--- src/rtl/scan_pkg.sv ---
// Shared phase encoding for the scanline sequencer.
// Assumes exactly four horizontal phases, visited in encoding order.
package scan_pkg;
    typedef enum logic [1:0] {
        PH_BT = 2'd0,   // blank-tail, line start
        PH_SW = 2'd1,   // sync-wait timeout window
        PH_LI = 2'd2,   // lead-in before visible
        PH_VS = 2'd3    // visible pixels
    } phase_t;
    localparam int NUM_PH = 4;
endpackage

--- src/rtl/sync_edge_det.sv ---
// Rising-edge detector for the external sync level.
// Assumes sync_in is already synchronous to clk. The history flop is left out
// of reset so that an edge is judged against the true prior level.
module sync_edge_det (
    input  logic clk,
    input  logic sync_in,
    output logic rise_o
);
    logic sync_q;

    // Keep last cycle's sync level.
    always_ff @(posedge clk) begin
        sync_q <= sync_in;
    end

    assign rise_o = sync_in & ~sync_q;
endmodule

--- src/rtl/phase_engine.sv ---
// Phase state machine with per-phase character counters.
// Each phase spends max(len,1) units of CHAR_PIX clocks. A sync edge in SW
// jumps to LI; a sync edge elsewhere restarts at BT. Sync beats expiry.
// Assumes len_pk holds the lengths indexed by phase code.
module phase_engine
    import scan_pkg::*;
#(
    parameter int LEN_W    = 6,
    parameter int CHAR_PIX = 8
) (
    input  logic                          clk,
    input  logic                          rst_n,
    input  logic                          rise_i,
    input  logic [NUM_PH-1:0][LEN_W-1:0]  len_pk,
    output phase_t                        phase_o,
    output logic                          enter_bt_o,
    output logic                          irq_o
);
    localparam int SUB_W = (CHAR_PIX > 1) ? $clog2(CHAR_PIX) : 1;
    localparam logic [SUB_W-1:0] SUB_LAST = SUB_W'(CHAR_PIX - 1);

    logic [LEN_W-1:0] units [NUM_PH];
    logic [SUB_W-1:0] sub_q;
    logic [LEN_W-1:0] unit_q;
    phase_t           phase_q;
    logic             last_cyc;
    logic             restart;

    // Zero-length phases are widened to one unit.
    for (genvar g = 0; g < NUM_PH; g++) begin : g_units
        assign units[g] = (len_pk[g] == '0) ? LEN_W'(1) : len_pk[g];
    end

    assign last_cyc   = (sub_q == SUB_LAST) && (unit_q == units[phase_q] - LEN_W'(1));
    assign restart    = rise_i && (phase_q != PH_SW);
    assign enter_bt_o = restart || (!rise_i && last_cyc && phase_q == PH_VS);

    // Advance phase and counters, sync first, then expiry.
    always_ff @(posedge clk) begin
        if (!rst_n) begin
            phase_q <= PH_BT;
            sub_q   <= '0;
            unit_q  <= '0;
        end else if (rise_i) begin
            phase_q <= (phase_q == PH_SW) ? PH_LI : PH_BT;
            sub_q   <= '0;
            unit_q  <= '0;
        end else if (last_cyc) begin
            phase_q <= phase_t'(phase_q + 2'd1);
            sub_q   <= '0;
            unit_q  <= '0;
        end else if (sub_q == SUB_LAST) begin
            sub_q   <= '0;
            unit_q  <= unit_q + LEN_W'(1);
        end else begin
            sub_q   <= sub_q + SUB_W'(1);
        end
    end

    // One-cycle interrupt on every BT entry.
    always_ff @(posedge clk) begin
        if (!rst_n) irq_o <= 1'b0;
        else        irq_o <= enter_bt_o;
    end

    assign phase_o = phase_q;
endmodule

--- src/rtl/prep_timer.sv ---
// Blanking position counter and preparation strobes.
// The position is cleared on BT entry, counts outside VS, and saturates.
// Assumes spr_ofs < bg_ofs < 2**POS_W - 1.
module prep_timer
    import scan_pkg::*;
#(
    parameter int POS_W = 10
) (
    input  logic             clk,
    input  logic             rst_n,
    input  phase_t           phase_i,
    input  logic             enter_bt_i,
    input  logic             rise_i,
    input  logic [POS_W-1:0] spr_ofs_i,
    input  logic [POS_W-1:0] bg_ofs_i,
    output logic             spr_prep_o,
    output logic             bg_prep_o,
    output logic             spr_drop_o
);
    localparam logic [POS_W-1:0] POS_MAX = {POS_W{1'b1}};

    logic [POS_W-1:0] pos_q;
    logic             blank;
    logic             spr_busy;

    assign blank    = (phase_i != PH_VS);
    assign spr_busy = blank && (pos_q >= spr_ofs_i) && (pos_q < bg_ofs_i);

    // Track the blanking position within the line.
    always_ff @(posedge clk) begin
        if (!rst_n)                          pos_q <= '0;
        else if (enter_bt_i)                 pos_q <= '0;
        else if (blank && pos_q != POS_MAX)  pos_q <= pos_q + POS_W'(1);
    end

    // Flag a sprite preparation cut short by a sync edge.
    always_ff @(posedge clk) begin
        if (!rst_n) spr_drop_o <= 1'b0;
        else        spr_drop_o <= rise_i && spr_busy;
    end

    assign spr_prep_o = blank && (pos_q == spr_ofs_i);
    assign bg_prep_o  = blank && (pos_q == bg_ofs_i);
endmodule

--- src/rtl/scanline_phase_seq.sv ---
// Top of the externally synced scanline sequencer.
// Ties the sync edge detector, the phase engine and the preparation timer.
// Assumes one clock per pixel and a sync input already in the clk domain.
module scanline_phase_seq
    import scan_pkg::*;
#(
    parameter int LEN_W    = 6,
    parameter int CHAR_PIX = 8,
    parameter int POS_W    = 10
) (
    input  logic             clk,
    input  logic             rst_n,
    input  logic             sync_in,
    input  logic [LEN_W-1:0] len_bt_i,
    input  logic [LEN_W-1:0] len_sw_i,
    input  logic [LEN_W-1:0] len_li_i,
    input  logic [LEN_W-1:0] len_vs_i,
    input  logic [POS_W-1:0] spr_ofs_i,
    input  logic [POS_W-1:0] bg_ofs_i,
    output logic [1:0]       phase_o,
    output logic             active_o,
    output logic             line_irq_o,
    output logic             spr_prep_o,
    output logic             bg_prep_o,
    output logic             spr_drop_o
);
    logic                         rise;
    logic                         enter_bt;
    phase_t                       phase;
    logic [NUM_PH-1:0][LEN_W-1:0] len_pk;

    assign len_pk = {len_vs_i, len_li_i, len_sw_i, len_bt_i};

    sync_edge_det u_edge (
        .clk     (clk),
        .sync_in (sync_in),
        .rise_o  (rise)
    );

    phase_engine #(.LEN_W(LEN_W), .CHAR_PIX(CHAR_PIX)) u_eng (
        .clk        (clk),
        .rst_n      (rst_n),
        .rise_i     (rise),
        .len_pk     (len_pk),
        .phase_o    (phase),
        .enter_bt_o (enter_bt),
        .irq_o      (line_irq_o)
    );

    prep_timer #(.POS_W(POS_W)) u_prep (
        .clk        (clk),
        .rst_n      (rst_n),
        .phase_i    (phase),
        .enter_bt_i (enter_bt),
        .rise_i     (rise),
        .spr_ofs_i  (spr_ofs_i),
        .bg_ofs_i   (bg_ofs_i),
        .spr_prep_o (spr_prep_o),
        .bg_prep_o  (bg_prep_o),
        .spr_drop_o (spr_drop_o)
    );

    assign phase_o  = phase;
    assign active_o = (phase == PH_VS);
endmodule

--- config.mk ---
export PLATFORM = sky130hd
export DESIGN_NAME = scanline_phase_seq
export DESIGN_NICKNAME = d
export VERILOG_FILES = /design/src/rtl/scan_pkg.sv /design/src/rtl/sync_edge_det.sv /design/src/rtl/phase_engine.sv /design/src/rtl/prep_timer.sv /design/src/rtl/scanline_phase_seq.sv
export SDC_FILE = /design/constraint.sdc
export NUM_CORES = 1
export LEC_CHECK = 0
export CORE_UTILIZATION = 42
export CTS_CLUSTER_SIZE = 24
export DETAILED_ROUTE_END_ITERATION = 16
export PLACE_DENSITY_LB_ADDON = 0.08
export SLEW_MARGIN = 20
export SYNTH_ARGS = -nofsm -noshare
export SYNTH_HDL_FRONTEND = slang
export SYNTH_HIERARCHICAL = 1
export SYNTH_SLANG_ARGS = --single-unit
--- constraint.sdc ---
create_clock -name clk -period 6.1 [get_ports clk]
set_input_delay 1.525 -clock clk [delete_from_list [all_inputs] [get_ports clk]]
set_output_delay 1.525 -clock clk [all_outputs]
set_load 0.05 [all_outputs]
==> results of run 1 <==
-- stage by stage --
| step | std cells | util | worst slack [ps] | hold slack (ps) | area, sq um |
|---|---|---|---|---|---|
| final | 353 | 0.574 | 1030 | 433 | 2710 |
| after global routing | 353 | 0.574 | 915 | 455 | 2710 |
| after global placement | 349 | 0.558 | 1050 | 424 | 2630 |
| after floorplan | 234 | - | 1500 | 404 | 2060 |
| after detailed placement | 349 | 0.558 | 1040 | 425 | 2630 |
| after CTS | 353 | 0.573 | 1030 | 439 | 2710 |
-- worst paths after layout --
path | startpoint | end | cells past startpoint
setup / recovery | bg_ofs_i[5] | bg_prep_o | 6
hold / removal | u_eng/sub_q[0] | u_eng/sub_q[0] | 1
setup reg to reg | u_eng/phase_o[1] | u_prep/pos_q[8] | 12
hold reg to reg | u_eng/sub_q[0] | u_eng/sub_q[0] | 1
-- sequential cells by signal, indices dropped and copies added (netlist names) --
register / flops
u_edge/sync_q: 1
u_eng/irq_o: 1
u_eng/phase_o: 2
u_eng/sub_q: 3
u_eng/unit_q: 6
u_prep/pos_q: 10
u_prep/spr_drop_o: 1
-- final cells by class --
type	count	area, sq um
clock buffers	3	41.3
clock inverters	1	30.0
inverters	24	90.1
flip-flops and latches	24	480
well taps	67	83.8
multi-input cells	181	1450
repair buffers	53	531
fillers	451	2010
-- power breakdown --
part | internal, W | total [W] | switching [W] | leakage [nW]
sequential | 0.000160 | 0.000162 | 0.00000283 | 0.195
combinational | 0.0000455 | 0.0000756 | 0.0000301 | 0.911
clock | 0.0000877 | 0.000139 | 0.0000509 | 0.0357
-- placed cells by master, fill, tap and decap left out, drive strengths merged, types with 2 or more instances in the layout --
master,count
a211oi,3
a21oi,13
a31oi,2
and2,6
and3,3
and4b,3
clkbuf,3
clkdlybuf4s50,53
dfxtp,24
ha,27
inv,24
mux2i,5
mux4,6
nand2,11
nand2b,2
nand3,10
nand4,8
nand4b,2
nor2,20
nor2b,4
nor3,9
o21ai,8
o31ai,4
or3,4
or4,2
xnor2,5
xor2,9
-- logic make-up after synthesis --
logic type,synth area share
xor gates and xnor gates,0.0594
buffers and inverters,0.0655
and+or+nand+nor,0.250
AOI/OAI and AO/OA,0.125
DFF,0.233
adders and majority gates,0.164
muxes,0.104
-- layer usage --
| layer | up-vias | track usage | part of all wire |
|---|---|---|---|
| met3 | 4 | 0.0250 | 0.041 |
| met5 | - | 0 | 0 |
| met2 | 45 | 0.299 | 0.43 |
| met4 | 0 | 0.0261 | 0.0045 |
| li1 | 962 | - | - |
| met1 | 856 | 0.275 | 0.53 |
==> summary.md, run 1 <==
| Metric | Value |
|---|---|
| Post-Syn Area | `0.00206 sq mm` |
| Clock Sinks | `24` |
| N_diodes | `0` |
| Crit path arrival time | `3540 ps` |
| Critical Path Sink Type | `output port` |
| Ys async rst share | `0` |
| Dominant cell type by area after synthesis | `dfxtp_1` |
| Via count | `1867` |
| First-pass GRT wire length | `7.81 mm` |
| Die Ht | `just over 70 microns` |
| Gr usage total | `0.187` |
| Layout cells sized above 1 | `0.0559` |
| Count leader, synth | `ha_1` |
| Clock Skew | `2.44 ps` |
| Synth top area cells | `dfxtp_1 23%, ha_1 16%, mux4_1 6.4%` |
| Worst setup SP type | `input port` |
| Number of gates resized after CTS | `0` |
| Core footprint | `0.00472 sq mm` |
| Achievable clock frequency | `0.197 GHz` |
| Area growth from synthesis to layout | `31.3%` |
| Final hold violations | `0` |
| Grt total ovfl | `0` |
| DRC | `0` |
| Setup bufs post-CTS | `0` |
| Nets | `around 360` |
| Clk buf depth | `2` |
| Crit path max-delay family | `buffers and inverters` |
| Max-slew violations | `0` |
| Slew HR | `0.478` |
| Worst Hold Class | `flop to flop` |
| MaxCap Viol Count | `0` |
| Main synth FF type | `dfxtp_1` |
| Final clock period utilization by the worst path | `0.831` |
| Unique masters post-synth | `49` |
| Yosys reg bits | `24` |
| Share of the yosys chip area belonging to registers | `0.233` |
| Largest net degree at the start of global routing | `18` |
| Post-DP HPWL | `between 3 and 4 mm` |
| Iter 0 DRT Violations | `64` |
| Num ports | `54` |
| # hold bufs at CTS | `0` |
| Total negative slack | `0 ps` |
| Total CTS buffers | `3` |
| Data required, critical path | `4580 ps` |
| DR pass1 iterations | `4` |
| Slowest stage delay, CP | `820 ps` |
| Gpl congestion | `0.745` |
| H-tree Lvls | `1` |
| Status | `finished clean` |
| EDFF count, synth | `0` |
| CP most frequent cell | `clkdlybuf4s50_1` |
| Crit path time final | `5070 ps` |
| Clock network latency to the later pin of the worst-skew pair | `260 ps` |
| Commonest cells post-synth | `27 x ha_1, 24 x dfxtp_1, 24 x inv_1, 20 x nor2_1, 13 x a21oi_1` |
| Avg Vias per Cell | `5.29` |
| Avg Cell Area, Syn | `8.82 sq um` |
| Yosys Warn Count | `6` |
| Top cell type's share of synthesized area | `0.233` |
| Syn_nets | `between 300 and 400` |
| CTS clk-pin slew, worst paths | `about 90 ps` |
| Post-route ant nets | `0` |
| CP cell instances | `clkdlybuf4s50_1 -> inv_1 -> ha_1 -> nand4_1 -> nor3_1 -> clkdlybuf4s50_1` |
| Crit path buf inv count | `3` |
| Design Power | `0.000377 W` |
| Worst-Margin Slew | `778 ps` |
| Reg2Reg Setup Slack | `2470 ps` |
| Root Driver | `clkbuf_8` |
| TritonCTS clock tree | `yes` |
| Pwr per Cell Area | `139 mW/mm^2` |
| Setup CP Type | `input port to output port` |
| Worst path slowest cell | `clkdlybuf4s50_1` |
| Maximum VDD drop | `between 0.08 and 0.09 mV` |
| Synthesized instance count | `234` |
| CP Max Fanout | `3` |
| RSZ-0062 raised after global routing | `false` |
| Row count | `25` |
| Pleak | `around 1.1 nW` |
| Final WL | `approximately 4.7 mm` |
| Initial antenna violation count | `0` |
| PortBufs | `53` |
| Horiz. Die Dim | `72.1 microns` |
| Number of global-route vias before repair | `1767` |
| Initial core utilization | `0.437` |
| Wire per inst | `13.2 microns` |
| # setup viols final | `0` |
| Total die area | `0.00520 sq mm` |
Note: power is estimated with default switching activity, not from simulation.
==> inputs of run 2 (changes only) <==
==> constraint.sdc (replaced) <==
create_clock -name clk -period 4.2 [get_ports clk]
set_input_delay 1.05 -clock clk [delete_from_list [all_inputs] [get_ports clk]]
set_output_delay 1.05 -clock clk [all_outputs]
set_load 0.05 [all_outputs]
==> summary.md, run 2 (synthesis results as in run 1) <==
| Metric | Value |
|---|---|
| Worst path slowest cell | `mux4_1` |
| FF/Latch Area | `480 sq um (unchanged)` |
| Initial antenna violation count | `0 (unchanged)` |
| Most common cell after layout, fill and taps aside | `clkdlybuf4s50_1` |
| Most frequent cells in the layout | `51 x clkdlybuf4s50_1, 27 x ha_1, 24 x dfxtp_1, 24 x inv_1, 20 x nor2_1` |
| Setup bufs post-CTS | `0 (unchanged)` |
| Final non-filler cell total | `359 (+1.7%)` |
| H-tree Lvls | `1 (unchanged)` |
| Setup ws final | `197 ps (-835 ps)` |
| CTS clk-pin slew, worst paths | `90 ps (about the same)` |
| Setup CP Type | `input port to flop` |
| Maximum VDD drop | `0.159 mV (+78%)` |
| Clock Sinks | `24 (unchanged)` |
| Total die area | `0.00520 sq mm (unchanged)` |
| MaxCap Viol Count | `0 (unchanged)` |
| Worst setup SP type | `input port` |
| Reg-to-reg endpoint | `u_eng/phase_o[1]` |
| Min-delay src | `u_eng/sub_q[0]` |
| Die Ht | `72.1 microns (unchanged)` |
| CP cell instances | `clkdlybuf4s50_1 -> nor3_1 -> a21oi_1 -> mux4_1 -> ha_1 -> and2b_2 -> or3_1 -> a31oi_2 -> o21ai_2 -> buf_4 -> or4b_1 -> nand3_1` |
| Crit path arrival time | `4220 ps (+680 ps)` |
| Final WL | `4.70 mm (+0.90%)` |
| Hold path cells | `1 (unchanged)` |
| Max-slew violations | `0 (unchanged)` |
| Horiz. Die Dim | `72.1 microns (unchanged)` |
| Core footprint | `0.00472 sq mm (unchanged)` |
| Number of gates resized after CTS | `0 (unchanged)` |
| Cell count of the worst reg-to-reg path | `11 (-1)` |
| Most flops, register | `u_prep/pos_q` |
| Iter 0 DRT Violations | `61 (-4.7%)` |
| Row count | `25 (unchanged)` |
| # setup viols final | `0 (unchanged)` |
| Finished Core Util | `0.585 (+0.0111)` |
| Achievable clock frequency | `0.250 GHz` |
| Root Driver | `clkbuf_8` |
| Slowest stage delay, CP | `560 ps (-260 ps)` |
| CP Max Fanout | `5 (+2)` |
| Clock Skew | `4.96 ps (+2.52 ps)` |
| TritonCTS clock tree | `yes` |
| Clock network latency to the later pin of the worst-skew pair | `270 ps (about the same)` |
| Reg2reg start | `u_eng/phase_o[1]` |
| Clk buf depth | `2 (unchanged)` |
| Via count | `1877 (+0.54%)` |
| Total CTS buffers | `3 (unchanged)` |
| # hold bufs at CTS | `0 (unchanged)` |
| Pleak | `1.18 nW (+3.2%)` |
| Area growth from synthesis to layout | `33.8%` |
| Hold Path Sink | `u_eng/sub_q[0]` |
| Layout cells sized above 1 | `0.0822 (+0.0262)` |
| Num ports | `54 (unchanged)` |
| Largest net degree at the start of global routing | `17 (-1)` |
| DRC | `0 (unchanged)` |
| Wire per inst | `13.1 microns (-0.79%)` |
| Max reg flops | `10 (unchanged)` |
| Worst Hold Class | `flop to flop` |
| Gr usage total | `0.196 (+0.00847)` |
| Final hold violations | `0 (unchanged)` |
| Worst setup startpoint | `len_vs_i[2]` |
| Worst-Margin Slew | `758 ps (-20.2 ps)` |
| RSZ-0062 raised after global routing | `false` |
| Area of the multi-input gates | `0.00145 sq mm (unchanged)` |
| Crit path max-delay family | `simple AND/OR/NAND/NOR gates` |
| Post-DP HPWL | `3.76 mm (+2.6%)` |
| DR pass1 iterations | `4 (unchanged)` |
| Reg2Reg Setup Slack | `1100 ps (-1370 ps)` |
| Placed cell count | `355 (+1.7%)` |
| Final clock period utilization by the worst path | `0.953` |
| Hold WS | `438 ps (+5.71 ps)` |
| N_diodes | `0 (unchanged)` |
| Crit path buf inv count | `2 (-1)` |
| First-pass GRT wire length | `8.09 mm (+3.6%)` |
| Slew HR | `0.492 (+0.0136)` |
| Number of global-route vias before repair | `1745 (-1.2%)` |
| Pre-CTS setup slack | `-50.4 ps (-1090 ps)` |
| Gpl congestion | `0.840 (+13%)` |
| Registers with the most flip-flops | `u_prep/pos_q (10), u_eng/unit_q (6), u_eng/sub_q (3)` |
| Post-route ant nets | `0 (unchanged)` |
| Pwr per Cell Area | `200 mW/mm^2 (+44%)` |
| Critical Path Sink Type | `flop` |
| Nets | `367 (+1.7%)` |
| PortBufs | `53 (unchanged)` |
| Initial core utilization | `0.437 (unchanged)` |
| Avg Vias per Cell | `5.23 (-1.1%)` |
| Status | `finished clean` |
| Crit path time final | `4000 ps` |
| Grt total ovfl | `0 (unchanged)` |
| Number of fill cells | `444 (-1.6%)` |
| Data required, critical path | `4410 ps (-170 ps)` |
[run 2: cell types whose count changed in the layout (fill, tap and decap cells not counted)]
cell	delta
buf_12	+1
buf_4	+7
clkdlybuf4s50_1	-2
[run 2: cell type report]
class | instances | share of cell area
flip-flops and latches | 24 | 0.174
repair buffers | 59 | 0.211
clock buffers | 3 | 0.0149
well taps | 67 | 0.0303
inverters | 24 | 0.0326
multi-input cells | 181 | 0.526
clock inverters | 1 | 0.0109
[run 2: metrics by stage]
step / setup TNS, ps / total power, W / instance area [sq um]
after detailed placement: -131 / 0.000354 / 2690
after CTS: 0 / 0.000562 / 2760
after global placement: -24.7 / 0.000353 / 2690
after floorplan: 0 / 0.000292 / 2060
after global routing: 0 / 0.000584 / 2760
final: 0 / 0.000554 / 2760
[run 2: layer usage]
metal | vias to the layer above | share of wire | track usage
met3 | 2 | 0.034 | 0.0306
met4 | 0 | 0.0057 | 0.0392
li1 | 977 | - | -
met1 | 865 | 0.53 | 0.293
met5 | - | 0 | 0
met2 | 33 | 0.43 | 0.297
[run 2: worst max-delay path by stage]
stage                     depth (start not counted)                to
after floorplan                                  14   u_prep/pos_q[8]
after global placement                           12  u_eng/phase_o[1]
after detailed placement                         12  u_eng/phase_o[1]
after CTS                                        12  u_eng/phase_o[1]
after global routing                             14   u_prep/pos_q[3]
final                                            12  u_eng/phase_o[1]
[run 2: report_power, final]
group / total [W] / leakage (nW) / internal (W) / switching, W
logic: 0.000113 / 0.948 / 0.0000683 / 0.0000450
clock network: 0.000205 / 0.0357 / 0.000127 / 0.0000774
registers: 0.000236 / 0.195 / 0.000232 / 0.00000391
